--- src/rtl/lpr_pkg.sv ---
package lpr_pkg;

    localparam int ADDR_W   = 13;
    localparam int DATA_W   = 32;
    localparam int SLOT_W   = 4;
    localparam int SLOT_CNT = DATA_W / SLOT_W;
    localparam int SEL_LO   = 9;
    localparam int SEL_W    = 3;

    localparam logic [SEL_W-1:0] SEL_ID     = 3'd0;
    localparam logic [SEL_W-1:0] SEL_ASSIGN = 3'd1;

    typedef enum logic [1:0] {
        REG_NONE   = 2'd0,
        REG_ID     = 2'd1,
        REG_ASSIGN = 2'd2
    } reg_sel_e;

    typedef logic [SLOT_W-1:0] layer_code_t;

    function automatic reg_sel_e decode_sel(input logic [ADDR_W-1:0] addr);
        logic [SEL_W-1:0] s;
        s = addr[SEL_LO +: SEL_W];
        if (s == SEL_ID)
            return REG_ID;
        else if (s == SEL_ASSIGN)
            return REG_ASSIGN;
        else
            return REG_NONE;
    endfunction

endpackage

--- src/rtl/lpr_regdec.sv ---
module lpr_regdec
    import lpr_pkg::*;
(
    input  logic              reg_wr,
    input  logic [ADDR_W-1:0] reg_addr,
    output reg_sel_e          sel,
    output logic              wr_id,
    output logic              wr_asg
);

    always_comb begin
        sel    = decode_sel(reg_addr);
        wr_id  = reg_wr && (sel == REG_ID);
        wr_asg = reg_wr && (sel == REG_ASSIGN);
    end

endmodule

--- src/rtl/lpr_assign_table.sv ---
module lpr_assign_table
    import lpr_pkg::*;
#(
    parameter int NUM_KINDS = 1,
    parameter int NUM_RES   = 2
) (
    input  logic                      clk,
    input  logic                      rst,
    input  logic                      wr_id,
    input  logic                      wr_asg,
    input  logic [DATA_W-1:0]         wdata,
    output logic [DATA_W-1:0]         id_q,
    output logic [DATA_W-1:0]         asg_rd,
    output logic [NUM_RES*SLOT_W-1:0] route_codes
);

    localparam int ENTRY_W = NUM_RES * SLOT_W;

    logic [NUM_KINDS-1:0][NUM_RES-1:0][SLOT_W-1:0] tbl_q;

    always_ff @(posedge clk) begin
        if (rst) begin
            id_q  <= '0;
            tbl_q <= '0;
        end else begin
            if (wr_id)
                id_q <= wdata;
            for (int k = 0; k < NUM_KINDS; k++) begin
                if (wr_asg && (id_q == DATA_W'(k))) begin
                    for (int n = 0; n < NUM_RES; n++)
                        tbl_q[k][n] <= wdata[n*SLOT_W +: SLOT_W];
                end
            end
        end
    end

    always_comb begin
        asg_rd = '0;
        for (int k = 0; k < NUM_KINDS; k++) begin
            if (id_q == DATA_W'(k))
                asg_rd[ENTRY_W-1:0] = tbl_q[k];
        end
    end

    assign route_codes = tbl_q[0];

    AST_TABLE_HOLD: assert property (@(posedge clk) disable iff (rst)
        !wr_asg |=> $stable(tbl_q)) else $error("table changed without write");

    AST_BAD_ID_DROP: assert property (@(posedge clk) disable iff (rst)
        (wr_asg && (id_q >= DATA_W'(NUM_KINDS))) |=> $stable(tbl_q))
        else $error("write with bad id altered table");

    AST_RESET_ROUTE: assert property (@(posedge clk) disable iff (rst)
        $past(rst) |-> (route_codes == '0 && id_q == '0))
        else $error("reset state wrong");

endmodule

--- src/rtl/lpr_pool_mux.sv ---
module lpr_pool_mux
    import lpr_pkg::*;
#(
    parameter int NUM_RES    = 2,
    parameter int NUM_LAYERS = 2,
    parameter int PIX_W      = 16
) (
    input  logic [NUM_RES*SLOT_W-1:0]   route_codes,
    input  logic [NUM_LAYERS-1:0]       in_vld,
    input  logic [NUM_LAYERS*PIX_W-1:0] in_data,
    output logic [NUM_RES-1:0]          out_vld,
    output logic [NUM_RES*PIX_W-1:0]    out_data
);

    for (genvar n = 0; n < NUM_RES; n++) begin : g_res
        layer_code_t code;
        assign code = route_codes[n*SLOT_W +: SLOT_W];

        always_comb begin
            out_vld[n]                 = 1'b0;
            out_data[n*PIX_W +: PIX_W] = '0;
            for (int l = 0; l < NUM_LAYERS; l++) begin
                if (code == SLOT_W'(l)) begin
                    out_vld[n]                 = in_vld[l];
                    out_data[n*PIX_W +: PIX_W] = in_data[l*PIX_W +: PIX_W];
                end
            end
        end
    end

endmodule

--- src/rtl/lpr_router.sv ---
module lpr_router
    import lpr_pkg::*;
#(
    parameter int NUM_KINDS  = 1,
    parameter int NUM_RES    = 2,
    parameter int NUM_LAYERS = 2,
    parameter int PIX_W      = 16
) (
    input  logic                          clk,
    input  logic                          rst,
    input  logic                          reg_wr,
    input  logic                          reg_rd,
    input  logic [12:0]                   reg_addr,
    input  logic [31:0]                   reg_wdata,
    output logic [31:0]                   reg_rdata,
    input  logic [NUM_LAYERS-1:0]         in_vld,
    input  logic [NUM_LAYERS*PIX_W-1:0]   in_data,
    output logic [NUM_RES-1:0]            out_vld,
    output logic [NUM_RES*PIX_W-1:0]      out_data
);

    reg_sel_e                  sel;
    logic                      wr_id;
    logic                      wr_asg;
    logic [DATA_W-1:0]         id_q;
    logic [DATA_W-1:0]         asg_rd;
    logic [NUM_RES*SLOT_W-1:0] route_codes;
    logic [DATA_W-1:0]         rd_mux;

    lpr_regdec u_dec (
        .reg_wr   (reg_wr),
        .reg_addr (reg_addr),
        .sel      (sel),
        .wr_id    (wr_id),
        .wr_asg   (wr_asg)
    );

    lpr_assign_table #(
        .NUM_KINDS (NUM_KINDS),
        .NUM_RES   (NUM_RES)
    ) u_tbl (
        .clk         (clk),
        .rst         (rst),
        .wr_id       (wr_id),
        .wr_asg      (wr_asg),
        .wdata       (reg_wdata),
        .id_q        (id_q),
        .asg_rd      (asg_rd),
        .route_codes (route_codes)
    );

    lpr_pool_mux #(
        .NUM_RES    (NUM_RES),
        .NUM_LAYERS (NUM_LAYERS),
        .PIX_W      (PIX_W)
    ) u_mux (
        .route_codes (route_codes),
        .in_vld      (in_vld),
        .in_data     (in_data),
        .out_vld     (out_vld),
        .out_data    (out_data)
    );

    always_comb begin
        unique case (sel)
            REG_ID:     rd_mux = id_q;
            REG_ASSIGN: rd_mux = asg_rd;
            default:    rd_mux = '0;
        endcase
    end

    always_ff @(posedge clk) begin
        if (rst)
            reg_rdata <= '0;
        else if (reg_rd)
            reg_rdata <= rd_mux;
    end

    AST_SEL_EXCL: assert property (@(posedge clk) disable iff (rst)
        $onehot0({wr_id, wr_asg})) else $error("two registers written at once");

    AST_RDATA_HOLD: assert property (@(posedge clk) disable iff (rst)
        !reg_rd |=> $stable(reg_rdata)) else $error("read data moved without read");

    AST_VLD_SOURCE: assert property (@(posedge clk) disable iff (rst)
        (|out_vld) |-> (|in_vld)) else $error("output valid without any input valid");

    AST_RESERVED_ZERO: assert property (@(posedge clk) disable iff (rst)
        (reg_rd && sel == REG_ASSIGN) |=> (reg_rdata[DATA_W-1:NUM_RES*SLOT_W] == '0))
        else $error("reserved fields non-zero");

endmodule

--- config.mk ---
export PLATFORM = sky130hd
export DESIGN_NAME = lpr_router
export DESIGN_NICKNAME = d
export VERILOG_FILES = /design/src/rtl/lpr_pkg.sv /design/src/rtl/lpr_regdec.sv /design/src/rtl/lpr_assign_table.sv /design/src/rtl/lpr_pool_mux.sv /design/src/rtl/lpr_router.sv
export SDC_FILE = /design/constraint.sdc
export NUM_CORES = 1
export LEC_CHECK = 0
export BUFFER_PORTS_ARGS = -buffer_cell sky130_fd_sc_hd__clkbuf_2
export CAP_MARGIN = 0
export CORE_MARGIN = 2
export CORE_UTILIZATION = 35
export CTS_CLUSTER_DIAMETER = 200
export DETAILED_ROUTE_END_ITERATION = 16
export GPL_TIMING_DRIVEN = 1
export PLACE_DENSITY = 0.66
export SLEW_MARGIN = 20
export SYNTH_ARGS = -nofsm -noshare
export SYNTH_HDL_FRONTEND = slang
export SYNTH_HIERARCHICAL = 1
export SYNTH_SLANG_ARGS = --single-unit
--- constraint.sdc ---
create_clock -name clk -period 4.05 [get_ports clk]
set_input_delay 1.215 -clock clk [delete_from_list [all_inputs] [get_ports clk]]
set_output_delay 1.215 -clock clk [all_outputs]
set_load 0.005 [all_outputs]
# == After elaboration in Yosys (flattened, before gate mapping) ==
# Index checks and enable logic that the tools add are counted.
# word_totals
word_cells,28
output_inout_bits,66
in_bits,83
reg_bits,72
# classes
n_eq_ne,5
reduce_logical,7
mux,12
# op_table
cell,count
16-bit 2-to-1 mux,4
32-bit case mux with 2 select lines,1
32-bit logical NOT,1
4-bit by 1-bit equality test with 1-bit output (second input constant),2
4-bit logical NOT,2
8-bit 2-to-1 mux,1
1-bit 2-to-1 mux,4
2-bit 2-to-1 mux,2
3-bit by 1-bit equality test with 1-bit output (second input constant),1
1-bit logical AND,3
3-bit logical NOT,1
2-bit by 1-bit equality test with 1-bit output (second input constant),1
2-bit equality test (second input constant),1

# == Logic depth before layout (Yosys ltp) ==
# depth
word_depth,6
depth_mapped,7
depth_no_buf,6

# == By module ==
# Netlist, hierarchy kept.
# modules_own_cells
module,cells_per_inst,instances,seq_area_each_um2,area_per_inst_um2
lpr_assign_table,183,1,800.8,1785.5
lpr_router,115,1,640.6,1296.2
lpr_pool_mux,78,1,0.0,558.0
lpr_regdec,4,1,0.0,40.0

# == Worst setup path after synthesis ==
# No wires, ideal clock.
# synth_path
path_type,in2out
from,in in_data[26]
to,out out_data[10]
t_arrival_ns,1.384
path_slack_ns,1.451
t_required_ns,2.835
n_path_buf,0
path_stages,2
path_cell_list,mux2i_1 -> nor2_1
# synth_via
elab_chain_len,1
# synth_rtl
item,line,text
start: declaration,lpr_router.sv:17,"input logic [NUM_LAYERS*PIX_W-1:0] in_data,"
16-bit 2-to-1 mux,lpr_pool_mux.sv:23,if (code == SLOT_W'(l)) begin
end: declaration,lpr_router.sv:19,output logic [NUM_RES*PIX_W-1:0] out_data
# No other way between the ends.

# == Worst setup path after layout ==
# layout_path
from,"reg u_tbl.tbl_q, in the netlist u_tbl/route_codes[0]"
to,out out_data[7]
# layout_via
elab_chain_len,3
word_cells_on_any_way,4
classes_between,1 x eq/ne; 2 x mux; 1 x reduce/logical
# layout_rtl
item,line,text
start: declaration,lpr_assign_table.sv:19,logic [NUM_KINDS-1:0][NUM_RES-1:0][SLOT_W-1:0] tbl_q;
start signal: indexed assignment,lpr_assign_table.sv:31,tbl_q[k][n] <= wdata[n*SLOT_W +: SLOT_W];
4-bit logical NOT,lpr_pool_mux.sv:23,
16-bit 2-to-1 mux,lpr_pool_mux.sv:23,
16-bit 2-to-1 mux (*),lpr_pool_mux.sv:23,
# Mark *: on every way between the ends. The rest lies on a longest branch, timed or not.

==> impl_metrics.env <==
export IMPL_cp_start_kind="register"
export IMPL_h_tree_depth=3
export IMPL_die_area_sq_mm=0.0113
export IMPL_synth_common_cells="74 x mux2i_1, 72 x dfxtp_1, 68 x nor2_1"
export IMPL_hpwl_um=6690
export IMPL_via_per_inst=4.88
export IMPL_cts_root_buf="clkbuf_8"
export IMPL_synth_area_leaders="dfxtp_1 39%, mux2i_1 20%, o2bb2ai_1 7.6%"
export IMPL_path_class="register to primary output"
export IMPL_placed_area_sq_mm=0.00430
export IMPL_grt_max_degree=39
export IMPL_tightest_slew_ns=1.08
export IMPL_required_ns=2.83
export IMPL_maxSlewHeadroom_pct=27.6
export IMPL_cts_hold_buf=0
export IMPL_cp_num_buf_inv=1
export IMPL_path_delay_family="flip-flops"
export IMPL_ys_seq_area_share_pct=39.2
export IMPL_fmax_ghz=0.322
export IMPL_drt_iter0_markers=172
export IMPL_synth_top_cell_by_area="dfxtp_1"
export IMPL_globalRouteOverflowTotal=0
export IMPL_port_buffers=138
export IMPL_final_max_slew_viol_count=0
export IMPL_rows=37
export IMPL_grtUsageTotal_pct=16.6
export IMPL_final_min_clock_period_ns=3.10
export IMPL_hold_viol_final=0
export IMPL_syn_instance_count=380
export IMPL_ys_types=25
export IMPL_yosysWarnings=6
export IMPL_grt_pass1_vias=2916
export IMPL_fin_nets=589
export IMPL_synth_top_area_share_pct=39.2
export IMPL_gp_congestion=0.764
export IMPL_setup_viol=0
export IMPL_start_util_pct=35.8
export IMPL_p_per_area_mw_per_mm2=342
export IMPL_crit_path_end_kind="primary output"
export IMPL_slowest_stage="dfxtp_1"
export IMPL_cts_tree="yes"
export IMPL_die_w_um=107
export IMPL_n_antenna_cell=0
export IMPL_grt_pass1_wl_um=14800
export IMPL_post_cts_buffers=0
export IMPL_rsz0062_at_grt="false"
export IMPL_leakage_nw=1.83
export IMPL_min_path_type="register to register"
export IMPL_syn_cell_area_sq_mm=0.00368
export IMPL_status="complete, no violations"
export IMPL_clkSinkCount=72
export IMPL_ant_nets=0
export IMPL_clockBufferDepth=2
export IMPL_synth_area_per_cell_sq_um=9.68
export IMPL_ys_seq_elements=72
export IMPL_ioPinCount=149
export IMPL_synth_ff_type="dfxtp_1"
export IMPL_antenna_found_initial=0
export IMPL_synth_async_reset_ratio_pct=0
export IMPL_clk_pin_slew_ns=0.07
export IMPL_drv_cap=0
export IMPL_cts_buffers=9
export IMPL_vias=3147
export IMPL_crit_fanout=19
export IMPL_die_h_um=107
export IMPL_synth_most_common_cell="mux2i_1"
export IMPL_coreArea_sq_mm=0.0103
export IMPL_post_drt_wl_per_cell_um=14.7
export IMPL_wirelength_um=9510
export IMPL_clk_latency_ns=0.35
export IMPL_utilization_pct=44.0
export IMPL_postCtsResizedCells=0
export IMPL_p_total_w=0.00154
export IMPL_synth_edf_count=0
export IMPL_peakVddDrop_uv=214
export IMPL_drc=0
export IMPL_final_area_sq_mm=0.00452
export IMPL_syn2layout_area_growth_pct=22.8
export IMPL_finalSetupTns_ns=0
export IMPL_firstDrtPassIters=4
export IMPL_drive_gt1_share_pct=32.4
export IMPL_path_cells="mux2i_1, nor2_1, clkbuf_2"
export IMPL_fin_skew_ns=0.0101
export IMPL_finalCritPeriodShare_pct=76.6
export IMPL_critical_path_arrival_ns=1.89
export IMPL_slowest_delay_ns=1.04
==> power breakdown <==
group	internal, W	switching (W)	total (W)
Sequential	0.000717	0.0000100	0.000727
Combinational	0.0000864	0.000105	0.000192
Clock	0.000360	0.000266	0.000626
Total	0.00116	0.000381	0.00154
==> final timing paths <==
path / slack [ns] / depth (start not counted) / from / endpoint
setup / recovery: 0.95 / 3 / u_tbl/route_codes[0] / out_data[7]
hold / removal: 0.47 / 1 / reg_rdata[21] / reg_rdata[21]
setup reg to reg: 2.03 / 6 / u_tbl/id_q[23] / reg_rdata[1]
hold reg to reg: 0.47 / 1 / reg_rdata[21] / reg_rdata[21]
==> registers in the layout, indices dropped and copies added (netlist names) <==
signal / flops
reg_rdata: 32
u_tbl/id_q: 32
u_tbl/route_codes: 8
==> cells in the final DEF, fill, tap and decap left out, drive strengths merged, types with 6 or more instances in the layout <==
cell type  instances
a22oi             32
nor2              68
nor4               8
dfxtp             72
o2bb2ai           32
nand2b            16
conb              24
buf                6
mux2i             74
clkbuf           148
and2               8
==> metrics by stage <==
| stage | hold slack, ns | setup slack (ns) | cells |
|---|---|---|---|
| 6_report | 0.466 | 0.948 | 645 |
| 3_5_place_dp | 0.450 | 1.14 | 629 |
| 4_1_cts | 0.469 | 0.943 | 645 |
| 2_1_floorplan | 0.452 | 1.45 | 403 |
| 5_1_grt | 0.483 | 0.830 | 645 |
| 3_3_place_gp | 0.446 | 1.19 | 629 |
==> per-layer routing <==
layer	global-route usage [%]	part of all wire (%)	vias to the layer above
met2	26.0	46	125
met5	0	0	-
met3	6.81	9.2	8
li1	-	-	1570
met4	4.36	0.60	0
met1	21.1	44	1444
==> final cells by class <==
| type | instances | area, sq um |
|---|---|---|
| Tap cell | 136 | 170 |
| Sequential cell | 72 | 1440 |
| Inverter | 3 | 11.3 |
| Clock inverter | 6 | 82.6 |
| Timing Repair Buffer | 144 | 736 |
| Multi-Input combinational cell | 274 | 1940 |
| Clock buffer | 10 | 138 |
| Fill cell | 1021 | 5760 |
==> cell families (layout without fill, tap and decap cells) <==
kind of cell / after synthesis / in the layout / synth area share [%]
AOI/OAI and AO/OA: 64 / 64 / 14.1
buffers and inverters: 57 / 163 / 10.8
and+or+nand+nor: 110 / 110 / 15.0
muxes: 74 / 74 / 20.1
adders and majority gates: 2 / 2 / 0.680
DFF: 72 / 72 / 39.2
other: 1 / 24 / 0.102
(Power assumes the default switching activity.)
